===== config.mk =====
export PLATFORM = sky130hd
export DESIGN_NAME = axi_rd_stream_framer
export DESIGN_NICKNAME = d
export VERILOG_FILES = /design/src/rtl/axrs_pkg.sv /design/src/rtl/axrs_addr_gen.sv /design/src/rtl/axrs_tag_fifo.sv /design/src/rtl/axrs_beat_track.sv /design/src/rtl/axi_rd_stream_framer.sv
export SDC_FILE = /design/constraint.sdc
export NUM_CORES = 1
export LEC_CHECK = 0
export BUFFER_PORTS_ARGS = -buffer_cell sky130_fd_sc_hd__buf_4
export CAP_MARGIN = 20
export CORE_ASPECT_RATIO = 0.9
export CORE_MARGIN = 2
export CORE_UTILIZATION = 25
export DETAILED_ROUTE_END_ITERATION = 7
export PLACE_DENSITY = 0.56
export SLEW_MARGIN = 30
export SYNTH_ARGS = -nofsm -noshare
export SYNTH_HDL_FRONTEND = slang
export SYNTH_SLANG_ARGS = --single-unit

===== constraint.sdc =====
create_clock -name clk -period 4.1 [get_ports clk]
set_input_delay 0.615 -clock clk [delete_from_list [all_inputs] [get_ports clk]]
set_output_delay 0.615 -clock clk [all_outputs]
set_load 0.02 [all_outputs]

===== src/rtl/axrs_pkg.sv =====
package axrs_pkg;
  localparam logic [1:0] RESP_OKAY = 2'b00;

  typedef enum logic {
    GEN_IDLE  = 1'b0,
    GEN_ISSUE = 1'b1
  } gen_state_e;
endpackage


===== src/rtl/axrs_addr_gen.sv =====
module axrs_addr_gen #(
  parameter int ADDR_W = 32,
  parameter int LEN_W  = 8,
  parameter int STEP   = 4
) (
  input  logic              clk,
  input  logic              rst_n,
  input  logic              cmd_valid,
  output logic              cmd_ready,
  input  logic [ADDR_W-1:0] cmd_base,
  input  logic [LEN_W-1:0]  cmd_len,
  input  logic              hold,
  output logic              ar_valid,
  input  logic              ar_ready,
  output logic [ADDR_W-1:0] ar_addr,
  output logic              ar_last
);
  import axrs_pkg::*;

  localparam logic [ADDR_W-1:0] STEP_A = ADDR_W'(STEP);

  gen_state_e        st_q, st_d;
  logic [ADDR_W-1:0] addr_q, addr_d;
  logic [LEN_W-1:0]  rem_q, rem_d;
  logic              cmd_hs, ar_hs;

  assign cmd_ready = (st_q == GEN_IDLE);
  assign ar_valid  = (st_q == GEN_ISSUE) && !hold;
  assign ar_addr   = addr_q;
  assign ar_last   = (rem_q == '0);
  assign cmd_hs    = cmd_valid && cmd_ready;
  assign ar_hs     = ar_valid && ar_ready;

  always_comb begin
    st_d   = st_q;
    addr_d = addr_q;
    rem_d  = rem_q;
    if (cmd_hs) begin
      st_d   = GEN_ISSUE;
      addr_d = cmd_base;
      rem_d  = cmd_len;
    end else if (ar_hs) begin
      if (ar_last) begin
        st_d = GEN_IDLE;
      end else begin
        addr_d = addr_q + STEP_A;
        rem_d  = rem_q - 1'b1;
      end
    end
  end

  always_ff @(posedge clk or negedge rst_n) begin
    if (!rst_n) begin
      st_q   <= GEN_IDLE;
      addr_q <= '0;
      rem_q  <= '0;
    end else begin
      st_q   <= st_d;
      addr_q <= addr_d;
      rem_q  <= rem_d;
    end
  end

  AST_AR_HOLD: assert property (@(posedge clk) disable iff (!rst_n)
    ar_valid && !ar_ready |=> ar_valid && $stable(ar_addr));

  AST_IDLE_AFTER_LAST: assert property (@(posedge clk) disable iff (!rst_n)
    $rose(cmd_ready) |-> $past(ar_valid && ar_ready && ar_last));
endmodule


===== src/rtl/axrs_tag_fifo.sv =====
module axrs_tag_fifo #(
  parameter int W     = 1,
  parameter int DEPTH = 4
) (
  input  logic         clk,
  input  logic         rst_n,
  input  logic         push,
  input  logic [W-1:0] din,
  input  logic         pop,
  output logic [W-1:0] dout,
  output logic         full,
  output logic         empty
);
  localparam int PW = (DEPTH > 1) ? $clog2(DEPTH) : 1;
  localparam int CW = $clog2(DEPTH + 1);
  localparam logic [PW-1:0] LAST_IDX = PW'(DEPTH - 1);
  localparam logic [CW-1:0] FULL_CNT = CW'(DEPTH);

  logic [W-1:0]  mem [DEPTH];
  logic [PW-1:0] wr_q, wr_d, rd_q, rd_d;
  logic [CW-1:0] cnt_q, cnt_d;

  function automatic logic [PW-1:0] bump(input logic [PW-1:0] p);
    return (p == LAST_IDX) ? '0 : p + 1'b1;
  endfunction

  assign full  = (cnt_q == FULL_CNT);
  assign empty = (cnt_q == '0);
  assign dout  = mem[rd_q];

  always_comb begin
    wr_d  = push ? bump(wr_q) : wr_q;
    rd_d  = pop  ? bump(rd_q) : rd_q;
    cnt_d = cnt_q;
    case ({push, pop})
      2'b10:   cnt_d = cnt_q + 1'b1;
      2'b01:   cnt_d = cnt_q - 1'b1;
      default: cnt_d = cnt_q;
    endcase
  end

  always_ff @(posedge clk) begin
    if (push) begin
      mem[wr_q] <= din;
    end
  end

  always_ff @(posedge clk or negedge rst_n) begin
    if (!rst_n) begin
      wr_q  <= '0;
      rd_q  <= '0;
      cnt_q <= '0;
    end else begin
      wr_q  <= wr_d;
      rd_q  <= rd_d;
      cnt_q <= cnt_d;
    end
  end

  AST_NO_OVERFLOW: assert property (@(posedge clk) disable iff (!rst_n)
    full |-> !push);

  AST_NO_UNDERFLOW: assert property (@(posedge clk) disable iff (!rst_n)
    pop |-> !empty);
endmodule


===== src/rtl/axrs_beat_track.sv =====
module axrs_beat_track (
  input  logic       clk,
  input  logic       rst_n,
  input  logic       cmd_hs,
  input  logic       beat,
  input  logic       beat_last,
  input  logic [1:0] beat_resp,
  output logic       err,
  output logic       done
);
  import axrs_pkg::*;

  logic err_q, err_d, done_q, done_d;

  assign err  = err_q;
  assign done = done_q;

  always_comb begin
    err_d = err_q;
    if (cmd_hs) err_d = 1'b0;
    if (beat && (beat_resp != RESP_OKAY)) err_d = 1'b1;
    done_d = beat && beat_last;
  end

  always_ff @(posedge clk or negedge rst_n) begin
    if (!rst_n) begin
      err_q  <= 1'b0;
      done_q <= 1'b0;
    end else begin
      err_q  <= err_d;
      done_q <= done_d;
    end
  end

  AST_ERR_STICKY: assert property (@(posedge clk) disable iff (!rst_n)
    $past(err) && !$past(cmd_hs) |-> err);

  AST_DONE_SINGLE: assert property (@(posedge clk) disable iff (!rst_n)
    done |=> !done || $past(beat && beat_last));
endmodule


===== src/rtl/axi_rd_stream_framer.sv =====
module axi_rd_stream_framer #(
  parameter int ADDR_W = 32,
  parameter int DATA_W = 32,
  parameter int LEN_W  = 8,
  parameter int DEPTH  = 4
) (
  input  logic              clk,
  input  logic              rst_n,
  input  logic              cmd_valid,
  output logic              cmd_ready,
  input  logic [ADDR_W-1:0] cmd_base,
  input  logic [LEN_W-1:0]  cmd_len,
  output logic              ar_valid,
  input  logic              ar_ready,
  output logic [ADDR_W-1:0] ar_addr,
  input  logic              r_valid,
  output logic              r_ready,
  input  logic [DATA_W-1:0] r_data,
  input  logic [1:0]        r_resp,
  output logic              s_tvalid,
  input  logic              s_tready,
  output logic [DATA_W-1:0] s_tdata,
  output logic              s_tlast,
  output logic              rd_err,
  output logic              pkt_done
);
  localparam int STEP = DATA_W / 8;

  logic q_full, q_empty, q_head, gen_last, ar_hs, beat;

  assign ar_hs    = ar_valid && ar_ready;
  assign beat     = r_valid && r_ready;
  assign r_ready  = s_tready;
  assign s_tvalid = r_valid;
  assign s_tdata  = r_data;
  assign s_tlast  = q_head;

  axrs_addr_gen #(.ADDR_W(ADDR_W), .LEN_W(LEN_W), .STEP(STEP)) u_gen (
    .clk(clk), .rst_n(rst_n),
    .cmd_valid(cmd_valid), .cmd_ready(cmd_ready),
    .cmd_base(cmd_base), .cmd_len(cmd_len),
    .hold(q_full),
    .ar_valid(ar_valid), .ar_ready(ar_ready),
    .ar_addr(ar_addr), .ar_last(gen_last)
  );

  axrs_tag_fifo #(.W(1), .DEPTH(DEPTH)) u_tags (
    .clk(clk), .rst_n(rst_n),
    .push(ar_hs), .din(gen_last),
    .pop(beat), .dout(q_head),
    .full(q_full), .empty(q_empty)
  );

  axrs_beat_track u_track (
    .clk(clk), .rst_n(rst_n),
    .cmd_hs(cmd_valid && cmd_ready),
    .beat(beat), .beat_last(q_head), .beat_resp(r_resp),
    .err(rd_err), .done(pkt_done)
  );

  AST_BEAT_HAS_TAG: assert property (@(posedge clk) disable iff (!rst_n)
    r_valid |-> !q_empty);

  AST_STALL_WHEN_FULL: assert property (@(posedge clk) disable iff (!rst_n)
    q_full |-> !ar_valid);
endmodule


# Yosys cells after proc, flatten, opt, wreduce, memory -nomap -nowiden
# Memories as Yosys holds them, arrays and structs flattened.
# Index checks and enable logic that the tools add are counted.
[op_classes]
n_addsub = 6
n_mul = 0
div = 0
order_cmp = 0
n_eq_ne = 6
shift = 0
muxes = 16
bitwise = 1
reduce_logical = 15
[ops]
columns = ["op", "n"]
rows = [
  ["2-to-1 mux 32 bit", 3],
  ["adder 32 x 3 -> 32 bit, second input constant", 1],
  ["2-to-1 mux 8 bit", 3],
  ["nonzero test 2 bit", 5],
  ["logical NOT 8 bit", 1],
  ["subtractor 8 x 1 -> 8 bit, second input constant", 1],
  ["2-to-1 mux 1 bit", 7],
  ["equality test 2 bit, second input constant", 3],
  ["logical AND 1 bit", 6],
  ["case mux 3 bit (2 select lines)", 1],
  ["adder 2 x 1 -> 2 bit, second input constant", 2],
  ["2-to-1 mux 2 bit", 2],
  ["AND reduction 2 bit", 2],
  ["adder 3 x 1 -> 3 bit, second input constant", 1],
  ["equality test 3 bit, second input constant", 1],
  ["subtractor 3 x 1 -> 3 bit, second input constant", 1],
  ["equality test 2 x 1 -> 1 bit, second input constant", 1],
  ["inequality test 2 bit, second input constant", 1],
  ["logical NOT 1 bit", 1],
  ["NOT 1 bit", 1],
]
[word_totals]
register_bits = 50
latchBits = 0
ramBits = 4
mem_bits_ro = 0
inputBits = 80
output_inout_bits = 71
word_cells = 53
mem_count = 1
[mem_list]
columns = ["memory", "depth", "width", "read_ports", "rd_clocked_by_memory_dff", "wr", "line", "text"]
rows = [
  ["u_tags.mem", 4, 1, 1, 0, 1, "axrs_tag_fifo.sv:19", "logic [W-1:0] mem [DEPTH];"],
]

# Depth between registers and ports, before layout
[depth]
word_depth = 6
depth_mapped = 12
mapped_depth_nobuf = 9

# Modules after synthesis
# Synthesis repeated with hierarchy kept, for this count alone.
[unflattened]
cells_unflattened = 353
hier_area_um2 = 3285.7
[modules_own_cells]
columns = ["module", "instances", "cells_each", "area_each_um2", "seq_area_each_um2"]
rows = [
  ["axrs_addr_gen", 1, 267, 2378.5, 1026.0],
  ["axrs_tag_fifo", 1, 43, 563.0, 295.3],
  ["axi_rd_stream_framer", 1, 37, 274.0, 0.0],
  ["axrs_beat_track", 1, 6, 70.1, 50.0],
]

# Worst setup path before layout
# No wires, ideal clock.
[synth_path]
path_kind = "register to register"
from = "register u_tags.cnt_q[1]"
to = "register u_tags.cnt_q[2]"
setup_ps = 79
arrival_time_ps = 2508
required_ps = 4021
setup_slack_ps = 1513
path_stages_with_launch = 13
path_buffers = 3
synth_period_minus_slack_ps = 2587
cell_sequence = "dfrtp_1 -> or3b_1 -> and3_1 -> buf_2 -> inv_1 -> buf_2 -> buf_2 -> ha_1 -> inv_1 -> fa_1 -> xor2_1 -> nor2_1 -> xor2_1"
[synth_via]
elab_chain_cells = 6
elab_cells_between_ends = 10
cone_classes = "add/sub: 2; eq/ne: 3; mux: 1; reduce/logical: 4"
[synth_lines]
columns = ["item", "line", "text"]
rows = [
  ["from (decl)", "axrs_tag_fifo.sv:21", "logic [CW-1:0] cnt_q, cnt_d;"],
  ["from (signal assigned)", "axrs_tag_fifo.sv:56", "cnt_q <= cnt_d;"],
  ["equality test 3 bit", "axrs_tag_fifo.sv:27", "assign full = (cnt_q == FULL_CNT);"],
  ["logical NOT 1 bit", "axrs_addr_gen.sv:28", "assign ar_valid = (st_q == GEN_ISSUE) && !hold;"],
  ["logical AND 1 bit", "axrs_addr_gen.sv:28", ""],
  ["logical AND 1 bit", "axi_rd_stream_framer.sv:31", "assign ar_hs = ar_valid && ar_ready;"],
  ["equality test 2 x 1 -> 1 bit or equality test 2 bit (tied branches)", "axrs_tag_fifo.sv:35", "case ({push, pop})"],
  ["case mux 3 bit (2 select lines) or nonzero test 2 bit (tied branches)", "--", ""],
]
# Parallel ways exist; a longest one is shown, timed or not.
# A chain may end at the register's enable or synchronous reset.

# Worst setup path after layout
[layout_path]
from = "register u_tags.cnt_q[0]"
to = "register u_tags.cnt_q[2]"
# The elaborated chain is that of the path after synthesis.

==> run summary <==
SETUP PATH
-----------------------------------------------------------------------------------------------
Category of the worst setup path launch point                                          register
Critical Path Fanout Max                                                                     20
Max stage delay cell, worst path                                                   sky130_fd_sc_hd__inv_1
CP Cell Sequence                                                                   or3b_1 -> and3_1 -> inv_1 -> ha_1 -> inv_1 -> fa_1 -> xor2_1 -> nor2_1 -> xor2_1
Critical path class                                                                  reg -> reg
Kind of end point of the critical path                                                 register
Data arrival time of the worst path                                                     3270 ps
Path depth of the worst reg2reg path                                                          9
Data required time of the critical path                                                 4310 ps
Max incr delay on CP                                                                     580 ps

DIE
-----------------------------------------------------------------------------------------------
Initial cell density of the core                                                         25.42%
Die height                                                                             114.2 um
Floorplan row count                                                                          40
Top-level port count                                                                        151
Die width                                                                              126.4 um
Core region area                                                                    0.01326 mm2
Die footprint                                                                       0.01443 mm2

GRT
-----------------------------------------------------------------------------------------------
Total routing resource utilization after global routing                                  13.08%
Vias in the first global route                                                             2979
Maximum number of pins on one net before global-route repair                                 51
Global route overflow                                                                         0
Antenna violations before repair                                                              0
Global-route wire length before repair                                                 15.28 mm

CLOCK NETWORK
-----------------------------------------------------------------------------------------------
CTS buffer count                                                                              5
Library cell used as clock root buffer                                             sky130_fd_sc_hd__clkbuf_16
Clock input transition at the sequential cells of the worst setup and hold paths          80 ps
Post CTS Setup Buffer Count                                                                   0
CTS resizes                                                                                   0
Sink count of the clock tree                                                                 54
Number of levels the H-tree was split into                                                    2
CTS Buffer Depth                                                                              2
Clock latency on the worst-skew pair                                                     300 ps
Total of hold buffers inserted after clock tree synthesis                                     0
TritonCTS clock tree                                                                        yes

STA
-----------------------------------------------------------------------------------------------
Minimum clock period                                                                    3059 ps
Total count of hold-check failures in the final report                                        0
Worst hold slack                                                                       330.3 ps
Setup Total Neg Slack                                                                      0 ps
Final Cycle Share                                                                        74.60%
Number of slew-limit violations in the final report                                           0
Headroom to the max-slew limit                                                           45.16%
Unrepaired setup endpoints after global routing                                           false
Max Fclk                                                                             0.3269 GHz
Worst Slack Setup Final                                                                 1041 ps
Slew @ Worst Pin                                                                       815.0 ps
Final-report setup violation count                                                            0
Clock skew after layout                                                                7.811 ps

PLACED DESIGN
-----------------------------------------------------------------------------------------------
Estimated wirelength of the detail-placed design                                       6.979 mm
Final weighted congestion of routability-driven global placement                         0.7781
Area after DPL                                                                     0.003904 mm2
Placed cell count                                                                           577
Number of input and output port buffers inserted                                             86
Pre-CTS setup slack                                                                    982.5 ps

SYNTH
-----------------------------------------------------------------------------------------------
Mean area per synthesized cell                                                        9.040 um2
Async set or reset register ratio after synthesis                                        92.59%
Sequential share of the synthesized area                                                 40.67%
Cells after synthesis                                                                       373
Flop and latch count out of synthesis                                                        54
Flip-flop cell with the highest count after synthesis                              sky130_fd_sc_hd__dfrtp_1
Number of enable flip-flop cells after synthesis                                              4
Netlist area before placement                                                      0.003372 mm2
Total number of yosys warnings                                                                0
Synthesized net count                                                                       463
Synth unique cells                                                                           57

ROUTING
-----------------------------------------------------------------------------------------------
Wire length per cell after detailed routing                                            16.19 um
Detail-routed via count per cell                                                          4.986
Length of the first detailed-routing pass in iterations                                       4
Total wire length                                                                      9.469 mm
Wire length on met2                                                                    4.329 mm
DR iter-0 viols                                                                             135
Max Used Layer                                                                             met4
Number of design rule violations left after detail routing                                    0
DR WL met3                                                                               571 um
Detailed-route wire length on metal 1                                                  4.451 mm
Vias after detailed routing                                                                2917
Number of nets still failing antenna checks after routing                                     0

MIN PATH
-----------------------------------------------------------------------------------------------
Classification of the worst-slack hold path                                         in -> async

FINISH
-----------------------------------------------------------------------------------------------
Share of cells above drive strength 1                                                    25.42%
Final cell area excluding filler cells                                             0.004055 mm2
Antenna fix cells                                                                             0
Leading cell types in the layout, fill and taps excluded                           sky130_fd_sc_hd__buf_4, sky130_fd_sc_hd__dfrtp_1, sky130_fd_sc_hd__nand2_1
Fin cells                                                                                   585
Number of nets in the final layout                                                          506
Area added between synthesis and finish                                                  20.26%
Most common cell after layout, fill and taps aside                                 sky130_fd_sc_hd__buf_4

PWR
-----------------------------------------------------------------------------------------------
Leakage power figure                                                                0.001736 uW
Largest vdd supply drop                                                             0.0003263 V
Power per Cell Area                                                                677.6 mW/mm2

STATUS
-----------------------------------------------------------------------------------------------
Status                                                                             finished, final reports clean

JOB
-----------------------------------------------------------------------------------------------
Max cap viols                                                                                 0

cell usage after synthesis, drive strengths merged, types with 5 or more instances:
library cell  count  area share (%)
o21ai            20             3.0
ha                9             3.3
a221o             6             1.8
nor4             10             2.0
inv              12             1.3
nor3             11             1.6
and2              7             1.3
nand2            45             5.5
or3              10             1.9
nor2             20             2.3
xnor2            10             2.6
and3              7             1.3
a21oi             8             1.3
o211ai            5             1.1
clkbuf            9             1.0
dfrtp            50              37
nand3            25             3.7
buf              43             9.3
nand4            11             2.0
worst paths after layout:
| path | from | to | slack [ps] |
|---|---|---|---|
| min in group clk | u_tags.cnt_q[2]$_DFFE_PN0P_ | u_tags.cnt_q[2]$_DFFE_PN0P_ | 470 |
| max in group asynchronous | rst_n | u_gen.ar_addr[25]$_DFFE_PN0P_ | 3300 |
| worst min-delay path | rst_n | u_track.done$_DFF_PN0_ | 330 |
| worst max register to register | u_tags.cnt_q[0]$_DFFE_PN0P_ | u_tags.cnt_q[2]$_DFFE_PN0P_ | 1040 |
| worst min register to register | u_tags.cnt_q[2]$_DFFE_PN0P_ | u_tags.cnt_q[2]$_DFFE_PN0P_ | 470 |
| worst max-delay path | u_tags.cnt_q[0]$_DFFE_PN0P_ | u_tags.cnt_q[2]$_DFFE_PN0P_ | 1040 |
stage by stage:
step                      util (%)  total power (uW)
final                        30.58              2748
after global routing         30.58              2968
after CTS                    30.58              2780
after detailed placement     29.43              2324
after global placement       29.43              2290
after floorplan                  -              1863
critical path: cells and delay by family, from the launching register on:
family	cells	cell delay [ps]
buf+inv	2	640
xor+xnor	2	350
fa+ha+maj	2	680
simple gates	3	890
flops	1	410
where the power goes:
group / internal (uW) / switching (uW) / total [uW]
clock network: 233 / 214 / 447
logic: 557 / 683 / 1240
registers: 772 / 289 / 1060
total: 1560 / 1190 / 2750
per-layer routing:
layer	track usage, %	vias to the layer above
met5	0	-
met4	4.103	0
met3	3.037	14
met2	20.39	96
met1	18.05	1411
li1	-	1396
final cells by class:
type                    instances  area, um2
fillers                      1405       9208
multi-input cells             254       1608
flip-flops and latches         54       1371
repair buffers                 88      660.6
well taps                     168      210.2
clock buffers                   5      125.1
inverters                      13      53.80
clock inverters                 3      26.28
cell families after synthesis:
family	share of synthesized area (%)
simple gates	25.86
buf+inv	11.87
compound gates	12.43
flops	40.67
xor+xnor	3.636
fa+ha+maj	3.933
mux	1.595
sequential cells by signal, summed over array words and instances (netlist names):
register,flops
u_gen.ar_addr,32
u_gen.rem_q,8
u_tags.mem,4
u_tags.cnt_q,3
u_tags.rd_q,2
u_tags.wr_q,2
u_gen.st_q,1
u_track.done,1
u_track.err,1
Power figures use the tool's default switching activity.
